$ cat config.mk
export PLATFORM = sky130hd
export DESIGN_NAME = tsw_decoder
export DESIGN_NICKNAME = d
export VERILOG_FILES = /design/src/rtl/tsw_decoder.sv
export SDC_FILE = /design/constraint.sdc
export NUM_CORES = 1
export LEC_CHECK = 0
export BUFFER_PORTS_ARGS = -buffer_cell sky130_fd_sc_hd__buf_2
export CAP_MARGIN = 15
export CORE_AREA = 2 2 61 63
export CTS_BUF_LIST = sky130_fd_sc_hd__clkbuf_4
export DETAILED_ROUTE_END_ITERATION = 7
export DIE_AREA = 0 0 63 65
export PLACE_DENSITY = 0.69
export SLEW_MARGIN = 30
export SYNTH_ARGS = -nofsm -noshare
export SYNTH_HDL_FRONTEND = slang
export SYNTH_SLANG_ARGS = --single-unit
$ cat constraint.sdc
create_clock -name clk -period 2.17 [get_ports clk]
set_input_delay 0.1085 -clock clk [delete_from_list [all_inputs] [get_ports clk]]
set_output_delay 0.1085 -clock clk [all_outputs]
set_load 0.01 [all_outputs]
$ cat src/rtl/tsw_decoder.sv
module tsw_decoder #(
  parameter int ADDR_SYMS = 6,
  parameter int DATA_BITS = 4,
  parameter int SHORT_MAX = 2,
  parameter int GAP_LEN   = 8
) (
  input  logic                   clk,
  input  logic                   rst_n,
  input  logic                   rx_in,
  input  logic                   latch_mode,
  input  logic [2*ADDR_SYMS-1:0] addr_cfg,
  output logic                   valid_n,
  output logic [DATA_BITS-1:0]   data_out
);
  localparam int SYMS = ADDR_SYMS + DATA_BITS;
  localparam int HW   = $clog2(SHORT_MAX + 2);
  localparam int LW   = $clog2(GAP_LEN + 1);
  localparam int IW   = $clog2(SYMS + 2);
  localparam int AW   = $clog2(ADDR_SYMS + 1);
  localparam logic [HW-1:0] H_SAT = HW'(SHORT_MAX + 1);
  localparam logic [HW-1:0] H_SHORT = HW'(SHORT_MAX);
  localparam logic [LW-1:0] L_END = LW'(GAP_LEN);
  localparam logic [IW-1:0] I_END = IW'(SYMS);
  localparam logic [IW-1:0] I_SAT = IW'(SYMS + 1);
  localparam logic [IW-1:0] I_ADDR = IW'(ADDR_SYMS);

  logic [HW-1:0] hcnt;
  logic [LW-1:0] lcnt;
  logic [IW-1:0] idx;
  logic seen, half, first_long, bad;
  logic prev_ok, prev_bad;
  logic [DATA_BITS-1:0] dsh, prev_data;

  wire pend    = !rx_in && (hcnt != '0);
  wire is_long = hcnt > H_SHORT;
  wire wend    = !rx_in && seen && (lcnt == L_END);
  wire in_addr = idx < I_ADDR;
  wire [AW-1:0] aidx = in_addr ? AW'(idx) : '0;
  wire [1:0] cfg_sym = addr_cfg[2*aidx +: 2];

  logic [1:0] sym;
  always_comb begin
    case ({first_long, is_long})
      2'b11:   sym = 2'b00;
      2'b00:   sym = 2'b01;
      2'b10:   sym = 2'b10;
      default: sym = 2'b11;
    endcase
  end

  wire sym_bad  = (sym == 2'b11) || (in_addr ? (sym != cfg_sym) : (idx >= I_END));
  wire dbit     = (sym != 2'b00);
  wire word_ok  = !bad && !half && (idx == I_END);

  always_ff @(posedge clk or negedge rst_n) begin
    if (!rst_n) begin
      hcnt <= '0; lcnt <= '0; idx <= '0;
      seen <= 1'b0; half <= 1'b0; first_long <= 1'b0; bad <= 1'b0;
      dsh <= '0;
    end else begin
      if (rx_in) begin
        if (hcnt != H_SAT) hcnt <= hcnt + 1'b1;
        lcnt <= '0;
      end else begin
        hcnt <= '0;
        if (lcnt != L_END) lcnt <= lcnt + 1'b1;
      end
      if (pend) begin
        seen <= 1'b1;
        if (!half) begin
          half       <= 1'b1;
          first_long <= is_long;
        end else begin
          half <= 1'b0;
          if (idx != I_SAT) idx <= idx + 1'b1;
          bad <= bad | sym_bad;
          if (!in_addr && idx < I_END) dsh <= (dsh << 1) | DATA_BITS'(dbit);
        end
      end
      if (wend) begin
        seen <= 1'b0; half <= 1'b0; idx <= '0; bad <= 1'b0;
      end
    end
  end

  always_ff @(posedge clk or negedge rst_n) begin
    if (!rst_n) begin
      valid_n <= 1'b1; data_out <= '0;
      prev_ok <= 1'b0; prev_bad <= 1'b0; prev_data <= '0;
    end else if (wend) begin
      if (word_ok) begin
        if (prev_ok) begin
          valid_n <= 1'b0;
          if (dsh == prev_data) data_out <= dsh;
        end
        prev_ok   <= 1'b1;
        prev_bad  <= 1'b0;
        prev_data <= dsh;
      end else begin
        if (prev_bad) begin
          valid_n <= 1'b1;
          if (!latch_mode) data_out <= '0;
        end
        prev_bad <= 1'b1;
        prev_ok  <= 1'b0;
      end
    end
  end

  p_assert_after_pair_r5: assert property (@(posedge clk) disable iff (!rst_n)
    $fell(valid_n) |-> $past(prev_ok) && $past(wend));
  p_release_after_pair_r6: assert property (@(posedge clk) disable iff (!rst_n)
    $rose(valid_n) |-> $past(prev_bad) && $past(wend));
  p_data_moves_at_word_end_r8: assert property (@(posedge clk) disable iff (!rst_n)
    !$stable(data_out) |-> $past(wend));
  p_momentary_clear_r9: assert property (@(posedge clk) disable iff (!rst_n)
    $rose(valid_n) && !$past(latch_mode) |-> data_out == '0);
  p_latched_hold_r10: assert property (@(posedge clk) disable iff (!rst_n)
    $rose(valid_n) && $past(latch_mode) |-> $stable(data_out));
endmodule

==> out/metrics.yaml <==
outcome:
  status: "finished clean"
worst_setup_path:
  r2r_cells: 6
  r2r-start: "idx[1]"
  slowest_stage: "dfrtp_1"
  cp-start-kind: "register"
  end_kind: "register"
  slowest_delay_ns: 0.56
  worstReg2RegEnd: "data_out[2]"
  worstPathArrival_ns: 2.12
  r2r_slack_ns: 0.26
  worstSetupPathType: "reg -> reg"
  path_max_fanout: 14
  cp_num_cells: 6
  cp.buffers_inverters: 0
  required_ns: 2.38
  critPathTopFamily: "simple AND/OR/NAND/NOR gates"
  cp_cell_sequence: "nor4b_2 > and3_1 > nand3_1 > nor4_2 > o21ai_2 > mux2i_1"
global_routing:
  grt_pass1_wl_um: 5310
  overflow: 0
  first_global_vias: 1241
  antenna_found_initial: 0
  grt_max_degree: 30
  grt_usage_pct: 16.9
synthesis:
  yosysUniqueCellTypes: 41
  ys_seq_elements: 29
  synth_area_per_cell_um2: 10.2
  ys_seq_area_share_pct: 43.2
  synth.net_count: 190
  ys_warn_count: 0
  async_reset_ff_share_pct: 100
  synthFlopType: "dfrtp_1"
  syn-cell-area_um2: 1680
  synth_edf_count: 0
  synthCells: 165
pwr:
  switching_power_w: 0.000678
  peakVddDrop_mv: 0.470
  sw_frac_of_total_pct: 37.6
  p_int_w: 0.00113
  pwr-share-clk_pct: 18.4
  p_per_area_nw_per_um2: 959
  p_seq_share_pct: 46.6
  comb_power_share_pct: 35.1
  power_leakage_nw: 0.907
layout:
  antennaDiodeCount: 0
  area_growth_syn_to_layout_pct: 11.8
  drive_above_1_share_pct: 23.2
  layout_commonest_cell: "dfrtp_1"
  final_cell_mix: "dfrtp_1 (28), buf_2 (20), nor2_1 (15)"
  fin_nets: 214
floorplanning:
  die_w_um: 63
  fp-row-count: 22
  die_y_um: 65
  start_util_pct: 48.1
  io_pins: 21
  dieArea_um2: 4100
  core_area_um2: 3500
route:
  viasPerCell: 5.07
  drtAntennaViolNets: 0
  first_iter_violations: 49
  drc: 0
  num_vias: 1207
  wl_per_cell_um: 12.3
  drt_pre_antenna_iters: 6
  finalWirelength_um: 2940
sta:
  setup_viol: 0
  period_needed_ns: 1.91
  fmax_mhz: 525
  slew_headroom_pct: 57.5
  rsz0062_at_grt: "no"
  skew_ns: 0.0100
  finalMaxSlewViolations: 0
  worstMarginPinSlew_ns: 0.638
  setup_slack_ns: 0.265
  hold_violations: 0
  tns_ns: 0
  period_share_pct: 87.8
placed_design:
  routabilityCongestion: 0.814
  post-place-ws_ns: 0.267
  hpwl_um: 2210
  placement.io_buffers: 20
min_path:
  hold_end: "lcnt[0]"
  min_from: "rx_in"
  holdPathStages: 2
  min_path_type: "in -> reg"
clock_tree:
  h-tree-depth: 2
  cts_sinks: 29
  max-clock-path-buffers: 2
  clkTransAtPathRegs_ns: 0.09
  post_cts_buffers: 0
  worstSkewPairLatency_ns: 0.33
  numCtsBuffers: 5
  cts-root-buf: "clkbuf_4"
  cts_tree: "done"
run:
  max-cap-violations: 0
-- sequential cells by signal (all words and copies together) (netlist names) --
name,count
dsh,4
prev_bad,1
seen,1
valid_n,1
bad,1
prev_ok,1
half,1
data_out,4
hcnt,2
first_long,1
lcnt,4
idx,4
prev_data,4
-- per-layer routing --
| layer | track usage (%) | wire length, um | vias up |
|---|---|---|---|
| met5 | 0 | 0 | - |
| met4 | 9.17 | 63 | 0 |
| met3 | 4.86 | 94 | 6 |
| met2 | 28.3 | 1440 | 12 |
| met1 | 19.4 | 1340 | 580 |
| li1 | - | - | 609 |
-- logic make-up after synthesis --
kind of cell,Yosys count,share of synthesized area (%)
xor+xnor,12,6.25
mux,18,11.2
simple gates,55,17.9
buf+inv,19,5.43
compound gates,23,9.23
fa+ha+maj,9,6.70
flops,29,43.2
-- timing repair --
| action | CTS | global route |
|---|---|---|
| hold buffers | 1 | 0 |
| hold endpoints to repair | 28 | 0 |
| resized for setup | 0 | 0 |
-- cell usage after synthesis, drive strengths merged (3+ instances only) --
cell / number / area [um2]
dfrtp: 28 / 701
nor2: 15 / 56.3
nand2: 14 / 52.6
inv: 13 / 48.8
mux2i: 11 / 110
ha: 9 / 113
o21ai: 9 / 48.8
mux2: 7 / 78.8
xnor2: 7 / 61.3
a21oi: 6 / 30.0
xor2: 5 / 43.8
buf: 4 / 35.0
nand3: 4 / 20.0
nor2b: 3 / 18.8
nor4b: 3 / 38.8
-- power by group through the flow --
stage,clock (W),combinational (W),sequential (W)
final,0.000332,0.000632,0.000840
after global routing,0.000365,0.000728,0.000872
after CTS,0.000345,0.000641,0.000839
after detailed placement,0,0.000637,0.000850
after global placement,0,0.000613,0.000844
after floorplan,0,0.000598,0.000763
-- worst reg2reg max path: stages (launching register included) --
cell     delay, ns
dfrtp_1       0.56
nor4b_2       0.27
and3_1        0.34
nand3_1       0.14
nor4_2        0.19
o21ai_2       0.14
mux2i_1       0.14
-- metrics by stage --
| step | util, % | std cells | hold WS (ns) | cell area (um2) | total power [W] |
|---|---|---|---|---|---|
| 6_report | 53.8 | 238 | 0.0512 | 1880 | 0.00180 |
| 5_1_grt | 53.8 | 238 | 0.0611 | 1880 | 0.00197 |
| 3_3_place_gp | 51.9 | 229 | 0.151 | 1810 | 0.00146 |
| 4_1_cts | 53.8 | 238 | 0.0461 | 1880 | 0.00183 |
| 3_5_place_dp | 51.9 | 229 | 0.171 | 1810 | 0.00149 |
| 2_1_floorplan | - | 165 | -0.187 | 1680 | 0.00136 |
-- worst max-delay path by stage --
stage,to,startpoint
final,data_out[2],idx[1]
after global routing,data_out[0],idx[1]
after CTS,data_out[2],idx[1]
after detailed placement,data_out[2],idx[1]
after global placement,bad,idx[1]
after floorplan,prev_data[1],lcnt[0]
-- final cells by class --
| class | instances | area [um2] |
|---|---|---|
| inverters | 13 | 48.8 |
| well taps | 48 | 60.1 |
| flip-flops and latches | 29 | 727 |
| clock inverters | 1 | 3.75 |
| multi-input cells | 117 | 863 |
| clock buffers | 7 | 52.6 |
| fillers | 343 | 1620 |
| repair buffers | 23 | 125 |
Note: power is estimated with default switching activity, not from simulation.
